File: src/rtl/irq_accept_pkg.sv
package irq_accept_pkg;

  // Strobes from the control half to the datapath half.
  typedef struct packed {
    logic take;    // accept the current winner at this edge
    logic clrNmi;  // the winner is the non-maskable vector
    logic clrRst;  // the winner is the reset vector
  } ctrlStrobes_t;

endpackage

File: src/rtl/irq_nmi_detect.sv
module irq_nmi_detect #(
  parameter bit SYNC_EN = 1'b1
) (
  input  logic clk,
  input  logic rstN,
  input  logic nmiPin,
  input  logic fallSel,
  output logic nmiEdge
);

  logic nmiSync;
  logic nmiPrev;

  generate
    if (SYNC_EN) begin : g_sync
      logic stage1;
      logic stage2;
      always_ff @(posedge clk or negedge rstN) begin
        if (!rstN) begin
          stage1 <= 1'b0;
          stage2 <= 1'b0;
        end else begin
          stage1 <= nmiPin;
          stage2 <= stage1;
        end
      end
      assign nmiSync = stage2;
    end else begin : g_nosync
      assign nmiSync = nmiPin;
    end
  endgenerate

  always_ff @(posedge clk or negedge rstN) begin
    if (!rstN) nmiPrev <= 1'b0;
    else       nmiPrev <= nmiSync;
  end

  always_comb begin
    if (fallSel) nmiEdge = nmiPrev & ~nmiSync;
    else         nmiEdge = nmiSync & ~nmiPrev;
  end

endmodule

File: src/rtl/irq_ctrl.sv
module irq_ctrl
  import irq_accept_pkg::*;
(
  input  logic         clk,
  input  logic         rstN,
  input  logic         nmiEdge,
  input  logic         acceptEn,
  input  logic         winValid,
  input  logic         ackValid,
  output logic         nmiPending,
  output logic         rstPending,
  output ctrlStrobes_t strobes
);

  // No acceptance in the cycle carrying an acknowledge: keeps it one cycle wide.
  always_comb begin
    strobes.take   = acceptEn & winValid & ~ackValid;
    strobes.clrRst = strobes.take & rstPending;
    strobes.clrNmi = strobes.take & nmiPending & ~rstPending;
  end

  always_ff @(posedge clk or negedge rstN) begin
    if (!rstN) begin
      rstPending <= 1'b1;
      nmiPending <= 1'b0;
    end else begin
      if (strobes.clrRst) rstPending <= 1'b0;
      // A fresh edge in the clearing cycle wins over the clear.
      nmiPending <= nmiEdge | (nmiPending & ~strobes.clrNmi);
    end
  end

  AST_IDLE_NO_ACK: assert property (@(posedge clk) disable iff (!rstN)
    !acceptEn |=> !ackValid);

  AST_NMI_HELD: assert property (@(posedge clk) disable iff (!rstN)
    (nmiPending && !acceptEn) |=> nmiPending);

  AST_RST_STICKY: assert property (@(posedge clk) disable iff (!rstN)
    !rstPending |=> !rstPending);

endmodule

File: src/rtl/irq_datapath.sv
module irq_datapath
  import irq_accept_pkg::*;
#(
  parameter int NV   = 16,
  parameter int IRQW = NV - 2,
  parameter int VIW  = $clog2(NV)
) (
  input  logic            clk,
  input  logic            rstN,
  input  logic [IRQW-1:0] irqReq,
  input  logic            gie,
  input  logic            nmiPending,
  input  logic            rstPending,
  input  ctrlStrobes_t    strobes,
  output logic            winValid,
  output logic            ackValid,
  output logic [VIW-1:0]  vecIdx,
  output logic [IRQW-1:0] irqAck
);

  localparam logic [VIW-1:0] NMI_IDX = VIW'(NV - 2);
  localparam logic [VIW-1:0] RST_IDX = VIW'(NV - 1);

  logic [VIW-1:0]  winIdx;
  logic [IRQW-1:0] ackNext;

  // Ascending scan: the last hit is the highest index.
  always_comb begin
    winValid = 1'b0;
    winIdx   = '0;
    if (gie) begin
      for (int i = 0; i < IRQW; i++) begin
        if (irqReq[i]) begin
          winValid = 1'b1;
          winIdx   = VIW'(i);
        end
      end
    end
    if (nmiPending) begin
      winValid = 1'b1;
      winIdx   = NMI_IDX;
    end
    if (rstPending) begin
      winValid = 1'b1;
      winIdx   = RST_IDX;
    end
  end

  always_comb begin
    for (int i = 0; i < IRQW; i++) ackNext[i] = (winIdx == VIW'(i));
  end

  always_ff @(posedge clk or negedge rstN) begin
    if (!rstN) begin
      ackValid <= 1'b0;
      vecIdx   <= '0;
      irqAck   <= '0;
    end else begin
      ackValid <= strobes.take;
      irqAck   <= strobes.take ? ackNext : '0;
      if (strobes.take) vecIdx <= winIdx;
    end
  end

  AST_ACK_PULSE: assert property (@(posedge clk) disable iff (!rstN)
    ackValid |=> !ackValid);

  AST_ACK_ONEHOT: assert property (@(posedge clk) disable iff (!rstN)
    $onehot0(irqAck));

  AST_MASKED_QUIET: assert property (@(posedge clk) disable iff (!rstN)
    (!gie && !nmiPending && !rstPending) |=> !ackValid);

  AST_SPECIAL_NO_LINE_ACK: assert property (@(posedge clk) disable iff (!rstN)
    (ackValid && vecIdx >= VIW'(NV - 2)) |-> (irqAck == '0));

endmodule

File: src/rtl/irq_accept_ctrl.sv
module irq_accept_ctrl
  import irq_accept_pkg::*;
#(
  parameter int NUM_VECTORS = 16,
  parameter bit SYNC_NMI    = 1'b1
) (
  input  logic                           clk,
  input  logic                           rstN,
  input  logic [NUM_VECTORS-3:0]         irqReq,
  input  logic                           gie,
  input  logic                           nmiPin,
  input  logic                           nmiFallSel,
  input  logic                           acceptEn,
  output logic                           reqPending,
  output logic                           ackValid,
  output logic [$clog2(NUM_VECTORS)-1:0] vecIdx,
  output logic [NUM_VECTORS-3:0]         irqAck
);

  localparam int IRQW = NUM_VECTORS - 2;
  localparam int VIW  = $clog2(NUM_VECTORS);

  logic         nmiEdge;
  logic         nmiPending;
  logic         rstPending;
  logic         winValid;
  ctrlStrobes_t strobes;

  irq_nmi_detect #(.SYNC_EN(SYNC_NMI)) i_nmi (
    .clk(clk), .rstN(rstN), .nmiPin(nmiPin), .fallSel(nmiFallSel),
    .nmiEdge(nmiEdge)
  );

  irq_ctrl i_ctrl (
    .clk(clk), .rstN(rstN), .nmiEdge(nmiEdge), .acceptEn(acceptEn),
    .winValid(winValid), .ackValid(ackValid), .nmiPending(nmiPending),
    .rstPending(rstPending), .strobes(strobes)
  );

  irq_datapath #(.NV(NUM_VECTORS), .IRQW(IRQW), .VIW(VIW)) i_dp (
    .clk(clk), .rstN(rstN), .irqReq(irqReq), .gie(gie),
    .nmiPending(nmiPending), .rstPending(rstPending), .strobes(strobes),
    .winValid(winValid), .ackValid(ackValid), .vecIdx(vecIdx), .irqAck(irqAck)
  );

  assign reqPending = winValid;

endmodule

File: config.mk
export PLATFORM = sky130hd
export DESIGN_NAME = irq_accept_ctrl
export DESIGN_NICKNAME = d
export VERILOG_FILES = /design/src/rtl/irq_accept_pkg.sv /design/src/rtl/irq_nmi_detect.sv /design/src/rtl/irq_ctrl.sv /design/src/rtl/irq_datapath.sv /design/src/rtl/irq_accept_ctrl.sv
export SDC_FILE = /design/constraint.sdc
export NUM_CORES = 1
export LEC_CHECK = 0
export BUFFER_PORTS_ARGS = -buffer_cell sky130_fd_sc_hd__buf_2
export CAP_MARGIN = 20
export CORE_MARGIN = 1.5
export CORE_UTILIZATION = 42
export CTS_BUF_LIST = sky130_fd_sc_hd__clkbuf_16
export CTS_CLUSTER_DIAMETER = 60
export CTS_CLUSTER_SIZE = 25
export DETAILED_ROUTE_END_ITERATION = 16
export PLACE_DENSITY = 0.73
export SLEW_MARGIN = 40
export SYNTH_ARGS = -nofsm -noshare
export SYNTH_HDL_FRONTEND = slang
export SYNTH_SLANG_ARGS = --single-unit
File: constraint.sdc
create_clock -name clk -period 1.46 [get_ports clk]
set_input_delay 0.146 -clock clk [delete_from_list [all_inputs] [get_ports clk]]
set_output_delay 0.146 -clock clk [all_outputs]
set_load 0.005 [all_outputs]
# After elaboration in Yosys (flattened, before gate mapping)
# Cells that the tools add are included.
dict set report word_totals {
  input_bits 20
  register_bits 24
}
dict set report op_classes {
  bitwise 14
  eq_ne 13
  n_reduce_logical 1
  mux 35
}
# operator n
set op_table {}
lappend op_table {{$mux 4} 9}
lappend op_table {{$eq 4x4->1 const B} 6}
lappend op_table {{$mux 1} 19}
lappend op_table {{$eq 4x3->1 const B} 4}
lappend op_table {{$mux 14} 1}
lappend op_table {{$mux 3} 4}
lappend op_table {{$and 1x1->1} 8}
lappend op_table {{$eq 4x2->1 const B} 2}
lappend op_table {{$not 1->1} 5}
lappend op_table {{$eq 4x1->1 const B} 1}
lappend op_table {{$logic_not 4->1} 1}
lappend op_table {{$mux 2} 2}
lappend op_table {{$or 1x1->1} 1}

# Depth between registers and ports, before layout
dict set report logic_depth {
  ltp_word 24
  mapped_depth 6
  ltp_nobuf 5
}

# Hierarchy
# From an unflattened synthesis, not the netlist that was laid out.
dict set report unflattened {
  cells_unflattened 101
  hier_area_um2 1079.8
}
# mod area_per_inst_um2 cells_each n_inst seq_area_each_um2
set by_module_without_submodules {}
lappend by_module_without_submodules {irq_datapath 887.1 86 1 475.5}
lappend by_module_without_submodules {irq_nmi_detect 97.6 6 1 75.1}
lappend by_module_without_submodules {irq_ctrl 95.1 9 1 51.3}

# Worst setup path after synthesis
# OpenSTA, ideal clock, no wires.
dict set report synth_timing {
  path_kind {input to register}
  startpoint {input irqReq[8]}
  endpoint {register i_dp.vecIdx[1]}
  path_buffers 0
  setup_time_ns 0.128
  path_stages 4
  arrival_time_ns 1.426
  t_required_ns 1.332
  slack_ns -0.094
  path_cell_list {or4_4 -> o31ai_2 -> a21oi_2 -> mux2_1}
}
# element line_no
set synth_rtl {}
lappend synth_rtl {{from (decl)} irq_accept_ctrl.sv:9} ;# input logic [NUM_VECTORS-3:0] irqReq,
lappend synth_rtl {{to (signal assigned)} irq_datapath.sv:61} ;# if (strobes.take) vecIdx <= winIdx;
lappend synth_rtl {{to (decl)} irq_datapath.sv:17} ;# output logic [VIW-1:0] vecIdx,

# Worst setup path in the final report
dict set report layout_timing {
  startpoint {register i_ctrl.rstPending}
  endpoint {register i_dp.irqAck[10]}
}
dict set report layout_via {
  elab_chain_cells 4
  elab_cells_between_ends 6
  classes_between {eq/ne: 1; mux: 3; bitwise: 2}
}
# element line_no
set layout_lines {}
lappend layout_lines {{from (decl)} irq_ctrl.sv:11} ;# output logic rstPending,
lappend layout_lines {{from (signal assigned)} irq_ctrl.sv:24} ;# rstPending <= 1'b1;
lappend layout_lines {{from (signal assigned)} irq_ctrl.sv:27} ;# if (strobes.clrRst) rstPending <= 1'b0;
lappend layout_lines {{$mux 1} irq_datapath.sv:43} ;# if (rstPending) begin
lappend layout_lines {{$and 1x1->1 (2 in a row)} irq_ctrl.sv:17} ;# strobes.take = acceptEn & winValid & ~ackValid;
lappend layout_lines {{$mux 14 (*)} irq_datapath.sv:60} ;# irqAck <= strobes.take ? ackNext : '0;
lappend layout_lines {{to (signal assigned)} irq_datapath.sv:60}
lappend layout_lines {{to (decl)} irq_datapath.sv:18} ;# output logic [IRQW-1:0] irqAck
# Mark *: on every way between the ends. The rest lies on a longest branch, timed or not.
# A chain may end at the register's enable or synchronous reset.

==> results.ini <==
[outcome]
status = complete, but fails checks
violations = negative setup slack

[synthesis]
syn-num-nets = 115
synth_top_cell_by_area = dfrtp_1
yosys_most_used_dff = dfrtp_1
yosysWarnings = 0
synth_edf_count = 0
ys_ff_latch = 24
synth_commonest_cells = dfrtp_1 (23), nor2_1 (20), nand2b_1 (6), nand2_1 (5), nand3_1 (4)
synth_area_um2 = 1060
netlist_instances = 95
yosysUniqueCellTypes = 34
ys_seq_area_share_pct = 57.0
syn_avg_cell_area_um2 = 11.1
synth.most_common_cell = dfrtp_1
yosysTopAreaCellShare_pct = 54.5
netlist_top_cells_area = dfrtp_1 (55%), nor2_1 (7.1%), nand2b_1 (3.6%)
async_reset_ff_share_pct = 100

[power_and_ir_drop]
p_seq_share_pct = 38.6
clock_power_share_pct = 41.4
total_leakage_power_nw = 0.911
p_int_mw = 1.44
switching_share_pct = 22.9
power_mw = 1.87
p_per_area_nw_per_um2 = 1020
combPwrFrac_pct = 20.0
switchingPower_uw = 429
peakVddDrop_uv = 913

[sta]
worst_slew_pin_slew_ps = 513
period_share_pct = 111
hold_ws_ps = 173
drv_slew = 0
hold_viol_final = 0
rsz0062_at_grt = yes
worst_clock_skew_ps = 1.08
finalSetupTns_ps = -1120
setup_viol = 16
timing.fmax_ghz = 0.615
worst_slack_ps = -167
timing.final.crit_period_ps = 1630
relSlewSlack_pct = 65.8

[worst_hold_path]
hp-class = input pin to flop
min-delay-start = irqReq[13]
whs_path_depth = 3

[floorplanning]
fp.dieW_um = 53.1
die_y_um = 53.1
core_area_um2 = 2300
std_cell_rows = 17
start_util_pct = 46.0
ios = 40
die_area_um2 = 2820

[critical_path]
crit_type = flop to flop
cp-end-kind = flop
r2r_start = i_ctrl.rstPending$_DFFE_PN1P_
endpoint = i_dp.irqAck[10]$_DFF_PN0_
worstPathMaxFanout = 3
crit_arrival_ps = 1810
crit_path_cell_trace = or3b_4, or2_1, nand3b_1, nand2b_4, nor2_1
cp_slowest_cell = or3b_4
critPathLaunch = i_ctrl.rstPending$_DFFE_PN1P_
rr_worst_depth = 5
r2r_end = i_dp.irqAck[10]$_DFF_PN0_
ff2ff_setup_slack_ps = -170
cpPeakStageDelay_ps = 420
cp.required_ps = 1640
startpoint_type = flop

[grt]
met1_usage_pct = 25.2
antenna_found_initial = 0
grt_usage_pct = 22.6
grt_max_degree = 25
grt-ovfl-total = 0
grt_pass1_vias = 1060
grtUsageMet2_pct = 42.5
grt_use_met3_pct = 4.52
gr-max-usage-layer = met2
grt_pass1_wl_um = 4550

[detailed_routing]
avgRoutedWirePerCell_um = 16.0
drc = 0
drtPass1Iterations = 4
drt_wl_total_um = 3160
via_count = 1024
postRouteAntennaNets = 0
via_per_inst = 5.17
drtIter0Drc = 13

[placement]
dp_hpwl_um = 2050
io_buffers = 39
gp_congestion = 0.828
place_inst = 184

[cells_and_area]
diodes = 0
instances_no_fill = 198
multi_input_area_um2 = 602
seqCellArea_um2 = 602
fillers = 133
utilization_pct = 79.5
nNetsFinal = 191
layout-drive-gt1-share_pct = 64.1
syn_to_final_growth_pct = 73.0

[cts]
cts_tree = yes
cts.htree.levels = 1
path_clk_slew_ps = 60
cts_buffers = 3
clk_latency_ps = 250
cts_num_sinks = 24
cts_root_buffer = clkbuf_16
clk_path_buf_depth = 2

[run]
drv_cap = 0

critical path: cells and delay by family, from the launching register on:
kind / cells / cell delay [ps]
AND/OR/NAND/NOR: 5 / 1170
flip-flops: 1 / 370
flip-flops by register name, indices dropped and copies added, names as in the netlist:
name and flops:
i_ctrl.nmiPending 1, i_ctrl.rstPending 1, i_dp.ackValid 1, i_dp.irqAck 14
i_dp.vecIdx 4, i_nmi.g_sync.stage1 1, i_nmi.g_sync.stage2 1, i_nmi.nmiPrev 1
power groups by stage:
stage          Combinational [mW]  Clock [mW]  Sequential [mW]
3_3_place_gp                0.275           0            0.730
6_report                    0.375       0.775            0.723
2_1_floorplan               0.120           0            0.734
5_1_grt                     0.405       0.822            0.726
4_1_cts                     0.319       0.784            0.722
3_5_place_dp                0.285           0            0.732
worst min-delay path by stage:
stage / endpoint
floorplan: i_ctrl.nmiPending$_DFF_PN0_
global placement: i_dp.irqAck[13]$_DFF_PN0_
detailed placement: i_dp.irqAck[13]$_DFF_PN0_
CTS: i_dp.irqAck[12]$_DFF_PN0_
global route: i_dp.irqAck[12]$_DFF_PN0_
finish: i_dp.irqAck[12]$_DFF_PN0_
logic make-up after synthesis:
logic type             count (synthesis)  share of synthesized area [%]
AO/OA/AOI/OAI                         12                           10.7
multiplexers                           3                           3.20
buffers and inverters                  4                           2.13
flip-flops                            24                           57.0
AND/OR/NAND/NOR                       52                           27.0
cells in the final DEF, fill, tap and decap left out, types with 2 or more instances in the layout:
master / instances
nor4_4: 2
dlygate4sd3_1: 2
dfrtp_1: 23
nor2_4: 4
clkbuf_16: 3
inv_1: 3
nand2_1: 5
nor2_1: 11
buf_6: 5
nand2b_4: 5
mux2_1: 2
a221o_1: 2
nor2b_1: 2
nand2b_1: 2
buf_4: 28
nand3_2: 3
or3_4: 2
buf_2: 37
nor2_2: 5
routing by layer:
layer,part of all wire (%),wire length (um)
met1,42,1340
met2,55,1730
met3,2.6,83
met4,0.28,9
met5,0,0
area by class of cell:
class | count | area share, %
repair buffers | 72 | 25.8
multi-input cells | 67 | 32.9
clock inverters | 1 | 1.64
clock buffers | 3 | 4.11
flip-flops and latches | 24 | 32.9
inverters | 3 | 0.616
well taps | 28 | 1.92
through the flow:
stage	area (um^2)	setup slack (ps)
6_report	1830	-167
5_1_grt	1830	-224
4_1_cts	1710	-141
3_3_place_gp	1470	-212
3_5_place_dp	1470	-271
2_1_floorplan	1080	-47.0
timing repair:
item | 4_1_cts | 5_1_grt
pin swaps | 7 | 5
endpoints found under the setup margin | 17 | 16
gates resized for setup | 13 | 24
setup buffers | 5 | 4
hold endpoints to repair | 24 | 0
hold buffers | 2 | 0
(Power assumes the default switching activity.)
